File: src/rtl/sckdiv_pkg.sv
package sckdiv_pkg;
  localparam int FIELD_W = 6;
  localparam int CFG_W   = 32;
  localparam int DIV_LSB = 12;
  localparam int HI_LSB  = 6;
  localparam int SRC_BIT = 31;

  typedef struct packed {
    logic active;   // engine in a transfer
    logic advance;  // counter steps this cycle
    logic wrap;     // counter returns to zero this cycle
    logic load;     // applied word reloads this cycle
  } divCtrl_t;
endpackage

File: src/rtl/sck_div_ctrl.sv
module sck_div_ctrl
  import sckdiv_pkg::*;
#(
  parameter bit HAS_ALT_SRC = 1'b1
) (
  input  logic     enable,
  input  logic     altTick,
  input  logic     srcSel,
  input  logic     atEnd,
  output divCtrl_t ctl
);
  logic tickOk;

  generate
    if (HAS_ALT_SRC) begin : g_alt
      assign tickOk = srcSel ? altTick : 1'b1;
    end else begin : g_fixed
      logic unusedSrc;
      assign unusedSrc = srcSel ^ altTick;
      assign tickOk = 1'b1;
    end
  endgenerate

  always_comb begin
    ctl.active  = enable;
    ctl.advance = enable && tickOk;
    ctl.wrap    = enable && tickOk && atEnd;
    ctl.load    = !enable || (tickOk && atEnd);
  end
endmodule

File: src/rtl/sck_div_datapath.sv
module sck_div_datapath
  import sckdiv_pkg::*;
(
  input  logic             clk,
  input  logic             rst_n,
  input  logic [CFG_W-1:0] cfgWord,
  input  divCtrl_t         ctl,
  output logic             srcSel,
  output logic             atEnd,
  output logic [CFG_W-1:0] appliedCfg,
  output logic             sck,
  output logic             sampleStb,
  output logic             launchStb
);
  logic [FIELD_W-1:0] count;
  logic [FIELD_W-1:0] divRaw, divEff, hiRaw, hiEff;
  logic               sckNext;
  logic               unusedCfg;

  assign divRaw = appliedCfg[DIV_LSB +: FIELD_W];
  assign hiRaw  = appliedCfg[HI_LSB +: FIELD_W];
  assign divEff = (divRaw == '0) ? FIELD_W'(1) : divRaw;
  assign hiEff  = (hiRaw >= divEff) ? (divEff - FIELD_W'(1)) : hiRaw;
  assign srcSel = appliedCfg[SRC_BIT];
  assign atEnd  = (count == divEff);
  assign unusedCfg = ^{appliedCfg[SRC_BIT-1:DIV_LSB+FIELD_W], appliedCfg[HI_LSB-1:0]};

  always_comb sckNext = ctl.active && (count <= hiEff);

  always_ff @(posedge clk) begin
    if (!rst_n) appliedCfg <= '0;
    else if (ctl.load) appliedCfg <= cfgWord;
  end

  always_ff @(posedge clk) begin
    if (!rst_n || !ctl.active) count <= '0;
    else if (ctl.advance) count <= ctl.wrap ? '0 : count + FIELD_W'(1);
  end

  always_ff @(posedge clk) begin
    if (!rst_n) begin
      sck       <= 1'b0;
      sampleStb <= 1'b0;
      launchStb <= 1'b0;
    end else begin
      sck       <= sckNext;
      sampleStb <= ctl.active && sckNext && !sck;
      launchStb <= ctl.active && !sckNext && sck;
    end
  end
endmodule

File: src/rtl/spi_sck_divider.sv
module spi_sck_divider
  import sckdiv_pkg::*;
#(
  parameter bit HAS_ALT_SRC = 1'b1
) (
  input  logic        clk,
  input  logic        rst_n,
  input  logic        enable,
  input  logic        altTick,
  input  logic [31:0] cfgWord,
  output logic        sck,
  output logic        sampleStb,
  output logic        launchStb
);
  divCtrl_t         ctl;
  logic             srcSel, atEnd, wrapFlag;
  logic [CFG_W-1:0] appliedCfg;

  assign wrapFlag = ctl.wrap;

  sck_div_ctrl #(.HAS_ALT_SRC(HAS_ALT_SRC)) u_ctrl (
    .enable (enable),
    .altTick(altTick),
    .srcSel (srcSel),
    .atEnd  (atEnd),
    .ctl    (ctl)
  );

  sck_div_datapath u_dp (
    .clk       (clk),
    .rst_n     (rst_n),
    .cfgWord   (cfgWord),
    .ctl       (ctl),
    .srcSel    (srcSel),
    .atEnd     (atEnd),
    .appliedCfg(appliedCfg),
    .sck       (sck),
    .sampleStb (sampleStb),
    .launchStb (launchStb)
  );
endmodule

File: config.mk
export PLATFORM = sky130hd
export DESIGN_NAME = spi_sck_divider
export DESIGN_NICKNAME = d
export VERILOG_FILES = /design/src/rtl/sckdiv_pkg.sv /design/src/rtl/sck_div_ctrl.sv /design/src/rtl/sck_div_datapath.sv /design/src/rtl/spi_sck_divider.sv
export SDC_FILE = /design/constraint.sdc
export NUM_CORES = 1
export LEC_CHECK = 0
export ABC_AREA = 1
export CAP_MARGIN = 20
export CORE_MARGIN = 4
export CORE_UTILIZATION = 45
export CTS_CLUSTER_DIAMETER = 150
export DETAILED_ROUTE_END_ITERATION = 6
export PLACE_DENSITY = 0.81
export SLEW_MARGIN = 20
export SYNTH_ARGS = -nofsm -noshare
export SYNTH_HDL_FRONTEND = slang
export SYNTH_SLANG_ARGS = --single-unit
File: constraint.sdc
create_clock -name clk -period 4.3 [get_ports clk]
set_input_delay 0.645 -clock clk [delete_from_list [all_inputs] [get_ports clk]]
set_output_delay 0.645 -clock clk [all_outputs]
set_load 0.005 [all_outputs]
==> impl_metrics.py <==
metrics = {
    "power": {
        "totalPowerFinal_w": 0.000575,
        "power.density_nw_per_um2": 329,
        "vdd_drop_max_uv": 195,
        "p_leak_nw": 0.831,
    },
    "placement": {
        "postPlaceCellArea_um2": 1710,
        "gp_congestion": 0.962,
        "io_buffers": 19,
        "place_inst": 277,
        "place_hpwl_um": 2380,
    },
    "clocking": {
        "h-tree-depth": 1,
        "clockBufferDepth": 2,
        "clock-sinks": 22,
        "root_buffer": "clkbuf_4",
        "cts_resized": 0,
        "cts_setup_buffers": 0,
        "clock_latency_ps": 320,
        "clk_pin_slew_ps": 130,
        "cts_tree": "built",
        "numCtsBuffers": 3,
        "ctsHoldBuffers": 0,
    },
    "synth": {
        "ys_types": 25,
        "yosysTopAreaCell": "dfxtp_1",
        "synth_nets": 270,
        "async_flop_share_pct": 0,
        "yosysSeqAreaShare_pct": 29.3,
        "syn_area_um2": 1500,
        "synth_edf_count": 0,
        "synth_warnings": 0,
        "ys_seq_elements": 22,
        "synth_area_leaders": "dfxtp_1 (29%), nand2_1 (12%), ha_1 (12%)",
        "syn_avg_cell_area_um2": 6.84,
        "syn_inst": 220,
        "synth_flop_cell": "dfxtp_1",
        "synth_top_cell_area_share_pct": 29.3,
    },
    "critical_path": {
        "rr_endpoint": "u_dp.sampleStb",
        "cpMostUsedCell": "nor2_1",
        "r2r_cells": 16,
        "crit_chain": "nor2_1, nand4_1, nand2_2, ha_1, nor2_1, o211ai_1, nand3_1, nor2_1, a31oi_1, ha_1, a21oi_1, o21a_1, o21ai_0, o21ai_0, nand2_1, nor3_1",
        "worstPathRequired_ps": 4550,
        "critPathCaptureType": "flop",
        "reg2reg_from": "u_dp.appliedCfg[14]",
        "r2r_slack_ps": 1320,
        "worstPathArrival_ps": 3230,
        "cp_max_fo": 12,
        "slowest_delay_ps": 380,
        "start_kind": "flop",
        "worstSetupPathType": "reg -> reg",
        "cp_slowest_cell": "dfxtp_1",
        "critPathLaunch": "u_dp.appliedCfg[14]",
    },
    "global_route": {
        "grt_pass1_vias": 1289,
        "grt.total_usage_pct": 15.7,
        "overflow": 0,
        "grt_max_degree": 31,
        "antenna_found_initial": 0,
        "grt_first_pass_wirelength_um": 5440,
    },
    "cells_and_area": {
        "utilization_pct": 55.8,
        "antenna_cells": 0,
        "num-nets-final": 288,
        "layout-drive-gt1-share_pct": 7.17,
        "stdcell_area_um2": 1750,
        "stdcell_count": 281,
        "syn2layout_area_growth_pct": 16.1,
    },
    "route": {
        "via_count": 1406,
        "wire_per_inst_um": 11.3,
        "drt_iter0_drc": 45,
        "dr.pass1.iters": 4,
        "routed_wl_um": 3170,
        "final_antenna_net_count": 0,
        "drc": 0,
        "viasPerCell": 5.00,
    },
    "timing": {
        "slew_viol_final": 0,
        "grt_setup_unrepaired": "no",
        "hold_viol_final": 0,
        "max_freq_mhz": 336,
        "fin_skew_ps": 6.88,
        "finalSetupTns_ps": 0,
        "maxSlewHeadroom_pct": 62.5,
        "finalCritPeriodShare_pct": 69.3,
        "finalSetupViolations": 0,
        "tightest_slew_ps": 561,
        "min_period_ps": 2980,
    },
    "hold_path": {
        "hp-class": "reg -> reg",
        "hold_end": "u_dp.sampleStb",
        "holdCritStartpoint": "u_dp.sck",
        "holdPathStages": 1,
    },
    "flow_run": {
        "cap_violations": 0,
    },
    "floorplan": {
        "initial_core_util_pct": 48.1,
        "core_um2": 3130,
        "boundaryPins": 39,
        "row_count": 20,
        "die_w_um": 65.8,
        "dieArea_um2": 4330,
        "die_h_um": 65.8,
    },
    "run_status": {
        "status": "finished, final reports clean",
    },
}
-- metrics by stage --
stage / hold slack, ps / worst slack (ps)
2_1_floorplan: 441 / 1840
3_3_place_gp: 443 / 1420
3_5_place_dp: 441 / 1390
4_1_cts: 464 / 1350
5_1_grt: 494 / 1010
6_report: 456 / 1320
-- cell usage after synthesis (2+ instances only) --
master,number
inv_2,2
dfxtp_1,22
nand3_1,15
ha_1,14
nand4_1,6
clkbuf_1,3
buf_6,2
nand2_2,3
a31oi_1,2
inv_1,29
nand3_2,5
o21a_1,2
o211ai_1,4
o21ai_0,7
nor2_1,25
nand2_1,47
a21oi_1,22
nor3_1,2
xor2_1,2
-- state kept, by name, summed over array words and instances (netlist names) --
signal / flops
u_dp.count: 6
u_dp.launchStb: 1
u_dp.sck: 1
u_dp.appliedCfg: 13
u_dp.sampleStb: 1
-- cells in the final DEF (no fill, tap or decap), types with 2 or more instances in the layout --
master / synthesis / routed
a31oi_1: 2 / 2
o211ai_1: 4 / 4
o21ai_0: 7 / 7
dfxtp_1: 22 / 22
inv_1: 29 / 29
nand3_2: 5 / 5
clkdlybuf4s50_1: 0 / 19
clkbuf_4: 1 / 3
ha_1: 14 / 14
xor2_1: 2 / 2
nand4_1: 6 / 6
inv_2: 2 / 2
a21oi_1: 22 / 22
nand3_1: 15 / 15
nor3_1: 2 / 2
nand2_1: 47 / 47
nand2_2: 3 / 3
nor2_1: 25 / 25
o21a_1: 2 / 2
-- final cells by class --
class,instances,area (um2)
fill,287,1380
multi-input combinational,160,901
sequential,22,440
timing repair buffer,20,198
inverter,31,116
tap,44,55.1
clock buffer,4,36.3
-- power by group --
group	internal (W)	switching (W)	leakage, nW
Sequential	0.000220	0.0000105	0.181
Clock	0.0000518	0.0000667	0.0210
Combinational	0.0000905	0.000135	0.629
-- critical path: cells and delay by family (launching register included) --
family / cells / cell delay, ps
adder cells (fa/ha/maj): 2 / 490
AND/OR/NAND/NOR: 8 / 1310
AO/OA/AOI/OAI: 6 / 710
flip-flops: 1 / 380
-- worst max-delay path by stage --
stage                     depth (start not counted)  slack, ps              to
after floorplan                                  16       1840  u_dp.sampleStb
after CTS                                        16       1350  u_dp.sampleStb
after global routing                             16       1010  u_dp.sampleStb
after detailed placement                         16       1390  u_dp.sampleStb
after global placement                           16       1420  u_dp.sampleStb
final                                            16       1320  u_dp.sampleStb
-- kinds of logic (layout without fill, tap and decap cells) --
kind of cell               after synthesis  count (layout)  share of synthesized area [%]
and+or+nand+nor                        106             106                           33.0
buffers and inverters                   38              55                           10.8
AOI/OAI and AO/OA                       37              37                           13.5
DFF                                     22              22                           29.3
adders and majority gates               14              14                           11.6
xor gates and xnor gates                 3               3                           1.75
-- metal layers --
layer / wire length (um) / GRT usage [%] / vias up
li1: - / - / 753
met1: 1510 / 20.8 / 616
met2: 1470 / 26.4 / 33
met3: 133 / 0.170 / 4
met4: 52 / 7.25 / 0
met5: 0 / 0 / -
Note: power is estimated with default switching activity, not from simulation.
